--- src/rtl/rdr_pkg.sv ---
package rdr_pkg;
  typedef enum logic [2:0] {
    PH_IDLE,
    PH_BACKUP,
    PH_PRE,
    PH_DIST,
    PH_POST
  } rdr_phase_e;

  localparam int CELL_STATE_W = 2;
  localparam int NUM_REFS     = (1 << CELL_STATE_W) - 1;

  typedef logic [CELL_STATE_W-1:0] cell_state_t;
endpackage

--- src/rtl/rdr_ctrl.sv ---
module rdr_ctrl
  import rdr_pkg::*;
#(
  parameter int VTH_W         = 8,
  parameter int N_CELLS       = 8,
  parameter int DISTURB_READS = 100000,
  localparam int IDX_W        = (N_CELLS > 1) ? $clog2(N_CELLS) : 1,
  localparam int CNT_W        = $clog2(DISTURB_READS + 1)
) (
  input  logic             clk,
  input  logic             rst_n,
  input  logic             err_trig_i,
  input  logic [VTH_W-1:0] shift_thr_i,
  input  logic             backup_ack_i,
  input  logic             vth_valid_i,
  output logic             backup_req_o,
  output logic             sense_req_o,
  output logic             sense_post_o,
  output logic             disturb_rd_o,
  output logic             disturb_done_o,
  output logic             pre_we_o,
  output logic             post_vld_o,
  output logic             last_o,
  output logic [IDX_W-1:0] idx_o,
  output logic [VTH_W-1:0] thr_o
);
  localparam logic [IDX_W-1:0] LAST_IDX = IDX_W'(N_CELLS - 1);
  localparam logic [CNT_W-1:0] LAST_CNT = CNT_W'(DISTURB_READS - 1);

  rdr_phase_e       phase_q, phase_d;
  logic [IDX_W-1:0] idx_q, idx_d;
  logic [CNT_W-1:0] cnt_q, cnt_d;
  logic [VTH_W-1:0] thr_q, thr_d;
  logic             thr_en;

  always_comb begin
    phase_d = phase_q;
    idx_d   = idx_q;
    cnt_d   = cnt_q;
    thr_d   = thr_q;
    thr_en  = 1'b0;
    unique case (phase_q)
      PH_IDLE: if (err_trig_i) begin
        phase_d = PH_BACKUP;
        thr_d   = shift_thr_i;
        thr_en  = 1'b1;
      end
      PH_BACKUP: if (backup_ack_i) begin
        phase_d = PH_PRE;
        idx_d   = '0;
      end
      PH_PRE: if (vth_valid_i) begin
        idx_d = idx_q + 1'b1;
        if (idx_q == LAST_IDX) begin
          phase_d = PH_DIST;
          idx_d   = '0;
          cnt_d   = '0;
        end
      end
      PH_DIST: begin
        cnt_d = cnt_q + 1'b1;
        if (cnt_q == LAST_CNT) phase_d = PH_POST;
      end
      PH_POST: if (vth_valid_i) begin
        idx_d = idx_q + 1'b1;
        if (idx_q == LAST_IDX) begin
          phase_d = PH_IDLE;
          idx_d   = '0;
        end
      end
      default: phase_d = PH_IDLE;
    endcase
  end

  always_ff @(posedge clk or negedge rst_n) begin
    if (!rst_n) begin
      phase_q <= PH_IDLE;
      idx_q   <= '0;
      cnt_q   <= '0;
      thr_q   <= '0;
    end else begin
      phase_q <= phase_d;
      idx_q   <= idx_d;
      cnt_q   <= cnt_d;
      if (thr_en) thr_q <= thr_d;
    end
  end

  assign backup_req_o   = (phase_q == PH_BACKUP);
  assign sense_req_o    = (phase_q == PH_PRE) || (phase_q == PH_POST);
  assign sense_post_o   = (phase_q == PH_POST);
  assign disturb_rd_o   = (phase_q == PH_DIST);
  assign disturb_done_o = (phase_q == PH_DIST) && (cnt_q == LAST_CNT);
  assign pre_we_o       = (phase_q == PH_PRE) && vth_valid_i;
  assign post_vld_o     = (phase_q == PH_POST) && vth_valid_i;
  assign last_o         = post_vld_o && (idx_q == LAST_IDX);
  assign idx_o          = idx_q;
  assign thr_o          = thr_q;

  // Independent tally of disturb reads since the last backup request.
  int unsigned chk_rd_cnt;
  always_ff @(posedge clk or negedge rst_n) begin
    if (!rst_n)            chk_rd_cnt <= 0;
    else if (backup_req_o) chk_rd_cnt <= 0;
    else if (disturb_rd_o) chk_rd_cnt <= chk_rd_cnt + 1;
  end

  p_trig_start_r1: assert property (@(posedge clk) disable iff (!rst_n)
    $rose(backup_req_o) |-> $past(err_trig_i));

  p_backup_hold_r2: assert property (@(posedge clk) disable iff (!rst_n)
    backup_req_o && !backup_ack_i |=> backup_req_o);

  p_read_total_r3: assert property (@(posedge clk) disable iff (!rst_n)
    disturb_done_o |-> (chk_rd_cnt + 1 == DISTURB_READS));

  p_quiet_disturb_r4: assert property (@(posedge clk) disable iff (!rst_n)
    disturb_rd_o |-> !sense_req_o && !backup_req_o);
endmodule

--- src/rtl/rdr_pre_store.sv ---
module rdr_pre_store #(
  parameter int VTH_W   = 8,
  parameter int N_CELLS = 8,
  localparam int IDX_W  = (N_CELLS > 1) ? $clog2(N_CELLS) : 1
) (
  input  logic             clk,
  input  logic             we_i,
  input  logic [IDX_W-1:0] idx_i,
  input  logic [VTH_W-1:0] wdata_i,
  output logic [VTH_W-1:0] rdata_o
);
  logic [VTH_W-1:0] mem_q [N_CELLS];

  always_ff @(posedge clk) begin
    if (we_i) mem_q[idx_i] <= wdata_i;
  end

  assign rdata_o = mem_q[idx_i];
endmodule

--- src/rtl/rdr_cell_class.sv ---
module rdr_cell_class
  import rdr_pkg::*;
#(
  parameter int VTH_W = 8,
  parameter logic [NUM_REFS*VTH_W-1:0] VREF  = {8'd192, 8'd128, 8'd64},
  parameter logic [NUM_REFS*VTH_W-1:0] SIGMA = {8'd8, 8'd8, 8'd8}
) (
  input  logic [VTH_W-1:0] pre_i,
  input  logic [VTH_W-1:0] post_i,
  input  logic [VTH_W-1:0] thr_i,
  output cell_state_t      state_o
);
  logic [NUM_REFS-1:0] at_or_above;
  logic [NUM_REFS-1:0] in_win;
  logic signed [VTH_W+1:0] pre_s;
  logic [VTH_W-1:0]        shift;
  logic                    prone;

  assign pre_s = $signed({2'b00, pre_i});
  assign shift = (post_i > pre_i) ? (post_i - pre_i) : '0;
  assign prone = (shift >= thr_i);

  for (genvar k = 0; k < NUM_REFS; k++) begin : g_ref
    localparam logic signed [VTH_W+1:0] REF_S = $signed({2'b00, VREF[k*VTH_W +: VTH_W]});
    localparam logic signed [VTH_W+1:0] SIG_S = $signed({2'b00, SIGMA[k*VTH_W +: VTH_W]});
    assign at_or_above[k] = (pre_s >= REF_S);
    assign in_win[k]      = (pre_s >= REF_S - SIG_S) && (pre_s < REF_S + SIG_S);
  end

  always_comb begin
    state_o = CELL_STATE_W'($countones(at_or_above));
    for (int k = NUM_REFS - 1; k >= 0; k--) begin
      if (in_win[k]) state_o = prone ? CELL_STATE_W'(k + 1) : CELL_STATE_W'(k);
    end
  end
endmodule

--- src/rtl/rdr_classifier.sv ---
module rdr_classifier
  import rdr_pkg::*;
#(
  parameter int VTH_W         = 8,
  parameter int N_CELLS       = 8,
  parameter int DISTURB_READS = 100000,
  parameter logic [NUM_REFS*VTH_W-1:0] VREF  = {8'd192, 8'd128, 8'd64},
  parameter logic [NUM_REFS*VTH_W-1:0] SIGMA = {8'd8, 8'd8, 8'd8}
) (
  input  logic             clk,
  input  logic             rst_n,
  input  logic             err_trig_i,
  input  logic [VTH_W-1:0] shift_thr_i,
  output logic             backup_req_o,
  input  logic             backup_ack_i,
  output logic             sense_req_o,
  output logic             sense_post_o,
  input  logic             vth_valid_i,
  input  logic [VTH_W-1:0] vth_i,
  output logic             disturb_rd_o,
  output logic             disturb_done_o,
  output logic             out_valid_o,
  output logic [1:0]       out_state_o,
  output logic             class_done_o
);
  localparam int IDX_W = (N_CELLS > 1) ? $clog2(N_CELLS) : 1;

  logic             pre_we, post_vld, last;
  logic [IDX_W-1:0] idx;
  logic [VTH_W-1:0] thr, pre_val;
  cell_state_t      cls_state;

  logic        out_valid_q, out_valid_d;
  cell_state_t out_state_q;
  logic        done_q, done_d;

  rdr_ctrl #(
    .VTH_W(VTH_W), .N_CELLS(N_CELLS), .DISTURB_READS(DISTURB_READS)
  ) ctrl_i (
    .clk(clk), .rst_n(rst_n), .err_trig_i(err_trig_i), .shift_thr_i(shift_thr_i),
    .backup_ack_i(backup_ack_i), .vth_valid_i(vth_valid_i),
    .backup_req_o(backup_req_o), .sense_req_o(sense_req_o), .sense_post_o(sense_post_o),
    .disturb_rd_o(disturb_rd_o), .disturb_done_o(disturb_done_o),
    .pre_we_o(pre_we), .post_vld_o(post_vld), .last_o(last), .idx_o(idx), .thr_o(thr)
  );

  rdr_pre_store #(.VTH_W(VTH_W), .N_CELLS(N_CELLS)) store_i (
    .clk(clk), .we_i(pre_we), .idx_i(idx), .wdata_i(vth_i), .rdata_o(pre_val)
  );

  rdr_cell_class #(.VTH_W(VTH_W), .VREF(VREF), .SIGMA(SIGMA)) class_i (
    .pre_i(pre_val), .post_i(vth_i), .thr_i(thr), .state_o(cls_state)
  );

  always_comb begin
    out_valid_d = post_vld;
    done_d      = last;
  end

  always_ff @(posedge clk or negedge rst_n) begin
    if (!rst_n) begin
      out_valid_q <= 1'b0;
      out_state_q <= '0;
      done_q      <= 1'b0;
    end else begin
      out_valid_q <= out_valid_d;
      done_q      <= done_d;
      if (post_vld) out_state_q <= cls_state;
    end
  end

  assign out_valid_o  = out_valid_q;
  assign out_state_o  = out_state_q;
  assign class_done_o = done_q;

  p_done_last_r8: assert property (@(posedge clk) disable iff (!rst_n)
    class_done_o |-> out_valid_o);

  p_no_out_unsensed_r8: assert property (@(posedge clk) disable iff (!rst_n)
    out_valid_o |-> $past(sense_post_o && vth_valid_i));
endmodule

--- config.mk ---
export PLATFORM = sky130hd
export DESIGN_NAME = rdr_classifier
export DESIGN_NICKNAME = d
export VERILOG_FILES = /design/src/rtl/rdr_pkg.sv /design/src/rtl/rdr_ctrl.sv /design/src/rtl/rdr_pre_store.sv /design/src/rtl/rdr_cell_class.sv /design/src/rtl/rdr_classifier.sv
export SDC_FILE = /design/constraint.sdc
export NUM_CORES = 1
export LEC_CHECK = 0
export BUFFER_PORTS_ARGS = -buffer_cell sky130_fd_sc_hd__buf_2
export CAP_MARGIN = 20
export CORE_MARGIN = 5
export CORE_UTILIZATION = 30
export DETAILED_ROUTE_END_ITERATION = 7
export MAX_ROUTING_LAYER = met4
export PLACE_DENSITY_LB_ADDON = 0.3
export SLEW_MARGIN = 20
export SYNTH_ARGS = -nofsm -noshare
export SYNTH_HDL_FRONTEND = slang
export SYNTH_SLANG_ARGS = --single-unit
export TNS_END_PERCENT = 10
--- constraint.sdc ---
create_clock -name clk -period 4.6 [get_ports clk]
set_input_delay 0.23 -clock clk [delete_from_list [all_inputs] [get_ports clk]]
set_output_delay 0.23 -clock clk [all_outputs]
set_load 0.005 [all_outputs]
==> flow_summary.ini, run 1 <==
[outcome]
status = complete, no violations

[logic_synthesis]
synth_edf_count = 64
yosys.area_share.simple_pct = 12.27
synth-compound-area-share_pct = 9.725
synth_seq_cells = 99
muxShareOfSynthArea_pct = 8.617
synthAdderAreaFrac_pct = 6.601
synth_cell_type_count = 54
synth_async_sr_flop_share_pct = 35.35
yosys_warnings = 0
ys.flop_type = edfxtp_1
avgSynthCellArea_um2 = 12.26
seq_area_frac_synth_pct = 56.34
synth-xor-area-share_pct = 2.822
syn-num-nets = 451
syn_area_um2 = 4966
synth_top_family_by_area = simple AND/OR/NAND/NOR gates
synthCells = 405

[detailed_routing]
wl_um = 11020
final_antenna_net_count = 0
vias_per_cell = 4.799
via_count = 3340
wl_per_cell_um = 15.83
first_pass_iters = 5
dr.first_iter.drc_count = 196
drc = 0

[timing]
grt_setup_unrepaired = yes
setup_viol = 0
finClkSkew_ns = 0.006254
holdWs_ns = 0.08739
fmaxAchievable_mhz = 220.8
tightest_slew_ns = 0.9608
slew-limit-headroom_pct = 35.71
hold_violations = 0
period_minus_slack_ns = 4.529
fin_crit_sh_pct = 98.45
finalMaxSlewViolations = 0

[global_routing]
grt_max_degree = 36
top_usage_layer = met2
gr-total-overflow = 0
grt_pass1_wl_um = 17380
grtUsageMet3_pct = 2.345
grt.met2_usage_pct = 19.27
antenna_found_initial = 0
grt_pass1_vias = 3352
gr-usage-met1_pct = 14.22
grt.total_usage_pct = 11.71

[floorplan]
num_rows = 47
die-area_um2 = 19230
io_pins = 30
initial_core_util_pct = 30.27
die_x_um = 138.7
design.core.area_um2 = 16410
die_h_um = 138.7

[clock_tree]
clkSlewWorstSetupHoldPaths_ns = 0.07
worstSkewPairLatency_ns = 0.34
htree_levels = 3
cts_buffers = 9
clockBufferDepth = 2
cts_sinks = 99
cts_tree = done
clock-root-buffer = clkbuf_16

[cells_and_area]
syn_to_final_growth_pct = 22.37
nFillCells = 1561
final_common_cell = edfxtp_1
nets = 518
final_util_pct = 37.04
n_antenna_cell = 0
drive_gt1_share_pct = 25.84
final_cell_mix = edfxtp_1, nand2_1, buf_4

[setup_path]
cp_num_cells = 20
critPathCaptureType = flop
r2r_setup_slack_ns = 0.07
worst_ep_required_time_ns = 4.83
path_delay_family = compound AO/OA/AOI/OAI gates
crit_path_top_delay_cell = mux4_2
r2r_start = ctrl_i.idx_o[1]
r2r_cells = 20
startpoint_type = flop
cp_max_fo = 8
r2r_end = out_state_o[0]
cp_num_buf_inv = 3
worst-setup-path-type = reg2reg
crit_end = out_state_o[0]
setup.worst_path.start = ctrl_i.idx_o[1]
cp.arrival_ns = 4.76
max_stage_delay_ns = 0.50
crit_chain = buf_6 -> mux4_2 -> mux2_2 -> fa_1 -> nor2b_2 -> o21ai_2 -> a21boi_2 -> o21ai_2 -> a21boi_2 -> o21ai_4 -> a211oi_2 -> ha_1 -> a2111o_1 -> a21oi_2 -> a21oi_2 -> o31a_1 -> buf_4 -> buf_4 -> a21oi_1 -> a21oi_1

[flow_run]
drv_cap = 0

[pwr]
leakagePower_nw = 2.415
peakVddDrop_v = 0.0001802
power.density_nw_per_um2 = 433.0

[worst_hold_path]
hp-start = shift_thr_i[2]
hp-class = in2reg
hold_depth = 3

[placement]
gp_congestion = 0.8169
port_buffers = 29
place_hpwl_um = 7698
==> worst min-delay path by stage <==
stage	slack (ns)	endpoint
after floorplan	-0.07	class_done_o
after global placement	0.36	ctrl_i.thr_o[0]
after detailed placement	0.37	ctrl_i.thr_o[0]
after CTS	0.08	ctrl_i.thr_o[2]
after global routing	0.10	ctrl_i.thr_o[2]
final	0.09	ctrl_i.thr_o[2]
==> state kept, by name, indices dropped and copies added, names as in the netlist <==
| name | flops |
|---|---|
| ctrl_i.thr_o | 8 |
| ctrl_i.cnt_q | 17 |
| ctrl_i.phase_q | 3 |
| ctrl_i.idx_o | 3 |
| store_i.mem_q | 64 |
| out_state_o | 2 |
| class_done_o | 1 |
| out_valid_o | 1 |
==> power by group <==
group	leakage, nW	switching, mW	internal, mW	total (mW)
Sequential	1.02	0.0468	1.00	1.05
Clock	0.157	0.327	0.476	0.804
Combinational	1.24	0.398	0.381	0.779
==> worst register-to-register path: stages, from the launching register on <==
cell	delay, ns
dfrtp_2	0.42
buf_6	0.16
mux4_2	0.51
mux2_2	0.30
fa_1	0.43
nor2b_2	0.18
o21ai_2	0.09
a21boi_2	0.18
o21ai_2	0.09
a21boi_2	0.21
o21ai_4	0.14
a211oi_2	0.21
ha_1	0.27
a2111o_1	0.43
a21oi_2	0.15
a21oi_2	0.06
o31a_1	0.14
buf_4	0.14
buf_4	0.12
a21oi_1	0.11
a21oi_1	0.08
==> Yosys cell counts, types with 8 or more instances <==
cell	number	area share, %
clkbuf_1	10	0.76
nand4_1	8	1.0
inv_1	27	2.0
nand2_1	42	3.2
mux2i_1	9	1.8
ha_1	23	5.8
o21ai_0	22	2.2
nor3_1	10	1.0
xor2_1	11	1.9
dfrtp_1	35	18
a21oi_1	12	1.2
nor2_1	33	2.5
edfxtp_1	64	39
==> logic make-up (layout without fill, tap and decap cells) <==
group                    count (synthesis)  count (layout)
AO/OA/AOI/OAI                           72              72
XOR/XNOR                                16              16
adder cells (fa/ha/maj)                 25              25
buffers and inverters                   41             112
flip-flops                              99              99
multiplexers                            25              25
AND/OR/NAND/NOR                        127             127
==> per-stage QoR <==
stage               area, um^2  TNS (ns)  total power [mW]  worst slack (ns)  instances
finish                    6077         0             2.632           0.07143        696
CTS                       5968         0             2.580          0.005665        693
global route              6077   -0.3107             2.769           -0.1580        696
global placement          5503   -0.3569             1.670           -0.2000        664
floorplan                 4979         0             1.481          0.007162        405
detailed placement        5503   -0.6918             1.682           -0.3798        664
==> area by class of cell <==
| type | instances | area [um^2] | area share [%] |
|---|---|---|---|
| flip-flops and latches | 99 | 2799 | 46.06 |
| inverters | 27 | 101.3 | 1.668 |
| repair buffers | 70 | 459.2 | 7.556 |
| multi-input cells | 265 | 2127 | 35.00 |
| well taps | 220 | 275.3 | 4.530 |
| clock buffers | 9 | 225.2 | 3.706 |
| clock inverters | 6 | 90.09 | 1.482 |
==> repair_timing <==
action                                 CTS  global route
setup endpoints to repair                2             2
hold buffers                             1             0
pin swaps                                9             4
endpoints found under the hold margin    8             0
gates resized for setup                 19            18
setup buffers                           13             3
==> layer usage <==
metal	wire [um]	share of wire, %
met5	0	0
met4	255	2.3
met3	343	3.1
met2	5497	50
met1	4922	45
Note: power is estimated with default switching activity, not from simulation.
==> inputs of run 2 (changes only) <==
--- a/config.mk
+++ b/config.mk
@@ -5,6 +5,7 @@
 export SDC_FILE = /design/constraint.sdc
 export NUM_CORES = 1
 export LEC_CHECK = 0
+export ABC_AREA = 1
 export BUFFER_PORTS_ARGS = -buffer_cell sky130_fd_sc_hd__buf_2
 export CAP_MARGIN = 20
 export CORE_MARGIN = 5
@@ -12,6 +13,7 @@
 export DETAILED_ROUTE_END_ITERATION = 7
 export MAX_ROUTING_LAYER = met4
 export PLACE_DENSITY_LB_ADDON = 0.3
+export SETUP_SLACK_MARGIN = 0.2
 export SLEW_MARGIN = 20
 export SYNTH_ARGS = -nofsm -noshare
 export SYNTH_HDL_FRONTEND = slang
==> flow_summary.ini, run 2 <==
[outcome]
status = finished with violations
violations = hold timing

[pwr]
leakagePower_nw = 2.698
pwr-share-comb_pct = 48.1
switching_share_pct = 41.74
power.density_nw_per_um2 = 603.0
intPower_mw = 2.146
p_switching_mw = 1.537
clkPwrFrac_pct = 20.4
power_frac_seq_pct = 31.5
finalPower_mw = 3.683
peakVddDrop_v = 0.0002741

[setup_path]
crit_path_top_delay_cell = dfrtp_2
worst_ep_required_time_ns = 4.89
cpMostUsedCell = nand2_1
r2r_cells = 31
r2r_end = out_state_o[0]
worst-setup-path-type = reg2reg
r2r_start = ctrl_i.idx_o[0]
cp.arrival_ns = 4.39
max_stage_delay_ns = 0.43
r2r_setup_slack_ns = 0.50
startpoint_type = flop
cp_max_fo = 20
critPathCaptureType = flop

[detailed_routing]
drc = 0
vias_per_cell = 4.818
wl_um = 12290
via_count = 4042
final_antenna_net_count = 0
wl_per_cell_um = 14.64
dr.first_iter.drc_count = 192
first_pass_iters = 5

[logic_synthesis]
synthCells = 569
synth_area_leaders = edfxtp_1, dfrtp_1, nand2_1
syn-num-nets = 615
yosysMostFrequentCell = nand2_1
yosys_warnings = 0
avgSynthCellArea_um2 = 9.214
syn_area_um2 = 5243
yosysTopAreaCell = edfxtp_1
synth_cell_type_count = 41
seq_area_frac_synth_pct = 53.37
synth_async_sr_flop_share_pct = 35.35
ys.flop_type = edfxtp_1
synth.top_cell.area_share_pct = 36.66
synth_seq_cells = 99
synth_edf_count = 64
yosys-top-cells-count = nand2_1, edfxtp_1, nor2_1

[global_routing]
grt_pass1_wl_um = 19750
grt_max_degree = 39
gr-total-overflow = 0
grt.total_usage_pct = 12.69
antenna_found_initial = 0
grt_pass1_vias = 4076

[clock_tree]
clkSlewWorstSetupHoldPaths_ns = 0.07
cts_sinks = 99
worstSkewPairLatency_ns = 0.35
cts_buffers = 9
htree_levels = 3
cts_hold_buf = 0
cts_tree = done
clock-root-buffer = clkbuf_16
clockBufferDepth = 2

[worst_hold_path]
hp-class = in2async

[cells_and_area]
final_util_pct = 35.43
n_antenna_cell = 0
final_common_cell = nand2_1
final_cell_mix = nand2_1, edfxtp_1, nor2_1
multi_input_area_um2 = 2176
syn_to_final_growth_pct = 16.49
nets = 655
largest_register_ffs = 64
nFillCells = 1719
seqCellArea_um2 = 2800
finalNonFillerCells = 839
drive_gt1_share_pct = 17.75
design_area_um2 = 6107
top_register = store_i.mem_q

[floorplan]
die-area_um2 = 20220
design.core.area_um2 = 17240
io_pins = 30
num_rows = 48
die_h_um = 142.2
initial_core_util_pct = 30.42
die_x_um = 142.2

[timing]
finClkSkew_ns = 0.007690
grt_setup_unrepaired = no
slew-limit-headroom_pct = 26.27
tightest_slew_ns = 1.097
holdWs_ns = -0.01044
setup_viol = 0
worst_slack_ns = 0.5026
period_minus_slack_ns = 4.097
hold_violations = 17
fmaxAchievable_mhz = 244.1
finalMaxSlewViolations = 0
tns_ns = 0
fin_crit_sh_pct = 89.07

[placement]
gp_congestion = 0.8912
dp_slack_ns = 0.2882
place_hpwl_um = 8671
dp_cells = 817
dpl_cell_area_um2 = 5653
port_buffers = 29

[flow_run]
drv_cap = 0
==> run 2: area by class of cell <==
cell class                 count  share of cell area (%)
sequential                    99                   45.85
inverter                      60                   3.872
clock inverter                 6                   1.065
tap                          225                   4.610
clock buffer                  10                   3.749
timing repair buffer          46                   5.224
multi-input combinational    393                   35.63
==> run 2: cell families after synthesis <==
group | after synthesis | synth area share [%]
xor gates and xnor gates | 2 | 0.3342
adders and majority gates | 25 | 6.253
AOI/OAI and AO/OA | 52 | 5.561
buffers and inverters | 77 | 7.136
muxes | 1 | 0.2148
DFF | 99 | 53.37
and+or+nand+nor | 313 | 27.14
==> run 2: worst max path at each step <==
stage                    startpoint             end  slack [ns]  cells after the start
detailed placement  ctrl_i.idx_o[0]  out_state_o[0]        0.29                     31
global route        ctrl_i.idx_o[0]  out_state_o[0]        0.15                     33
CTS                 ctrl_i.idx_o[0]  out_state_o[0]        0.26                     31
finish              ctrl_i.idx_o[0]  out_state_o[0]        0.50                     31
floorplan           ctrl_i.idx_o[0]  out_state_o[0]        0.89                     32
global placement    ctrl_i.idx_o[0]  out_state_o[0]        0.45                     31
==> run 2: per-layer routing <==
metal  track usage [%]  vias to the layer above  share of wire, %
li1                  -                     2015                 -
met1             15.37                     1904                44
met2             21.34                      113                50
met3             3.259                       10               5.3
met4             2.929                        0              0.85
met5                 -                        -                 0
==> run 2: power by group through the flow <==
stage          Clock (mW)  Combinational (mW)  Sequential [mW]
2_1_floorplan           0                1.25             1.16
3_3_place_gp            0                1.57             1.17
3_5_place_dp            0                1.61             1.17
4_1_cts             0.771                1.62             1.15
5_1_grt             0.808                2.02             1.18
6_report            0.751                1.77             1.16
==> run 2: critical path: cells and delay by family (launching register included) <==
family          cells  cell delay, ns
compound gates      5            0.63
simple gates       19            1.82
flops               1            0.43
buf+inv             4            0.36
fa+ha+maj           3            0.80
==> run 2: repair_timing <==
item                                    CTS  global route
gates resized for setup                   0            25
endpoints found under the setup margin    0             2
setup buffers                             0             5
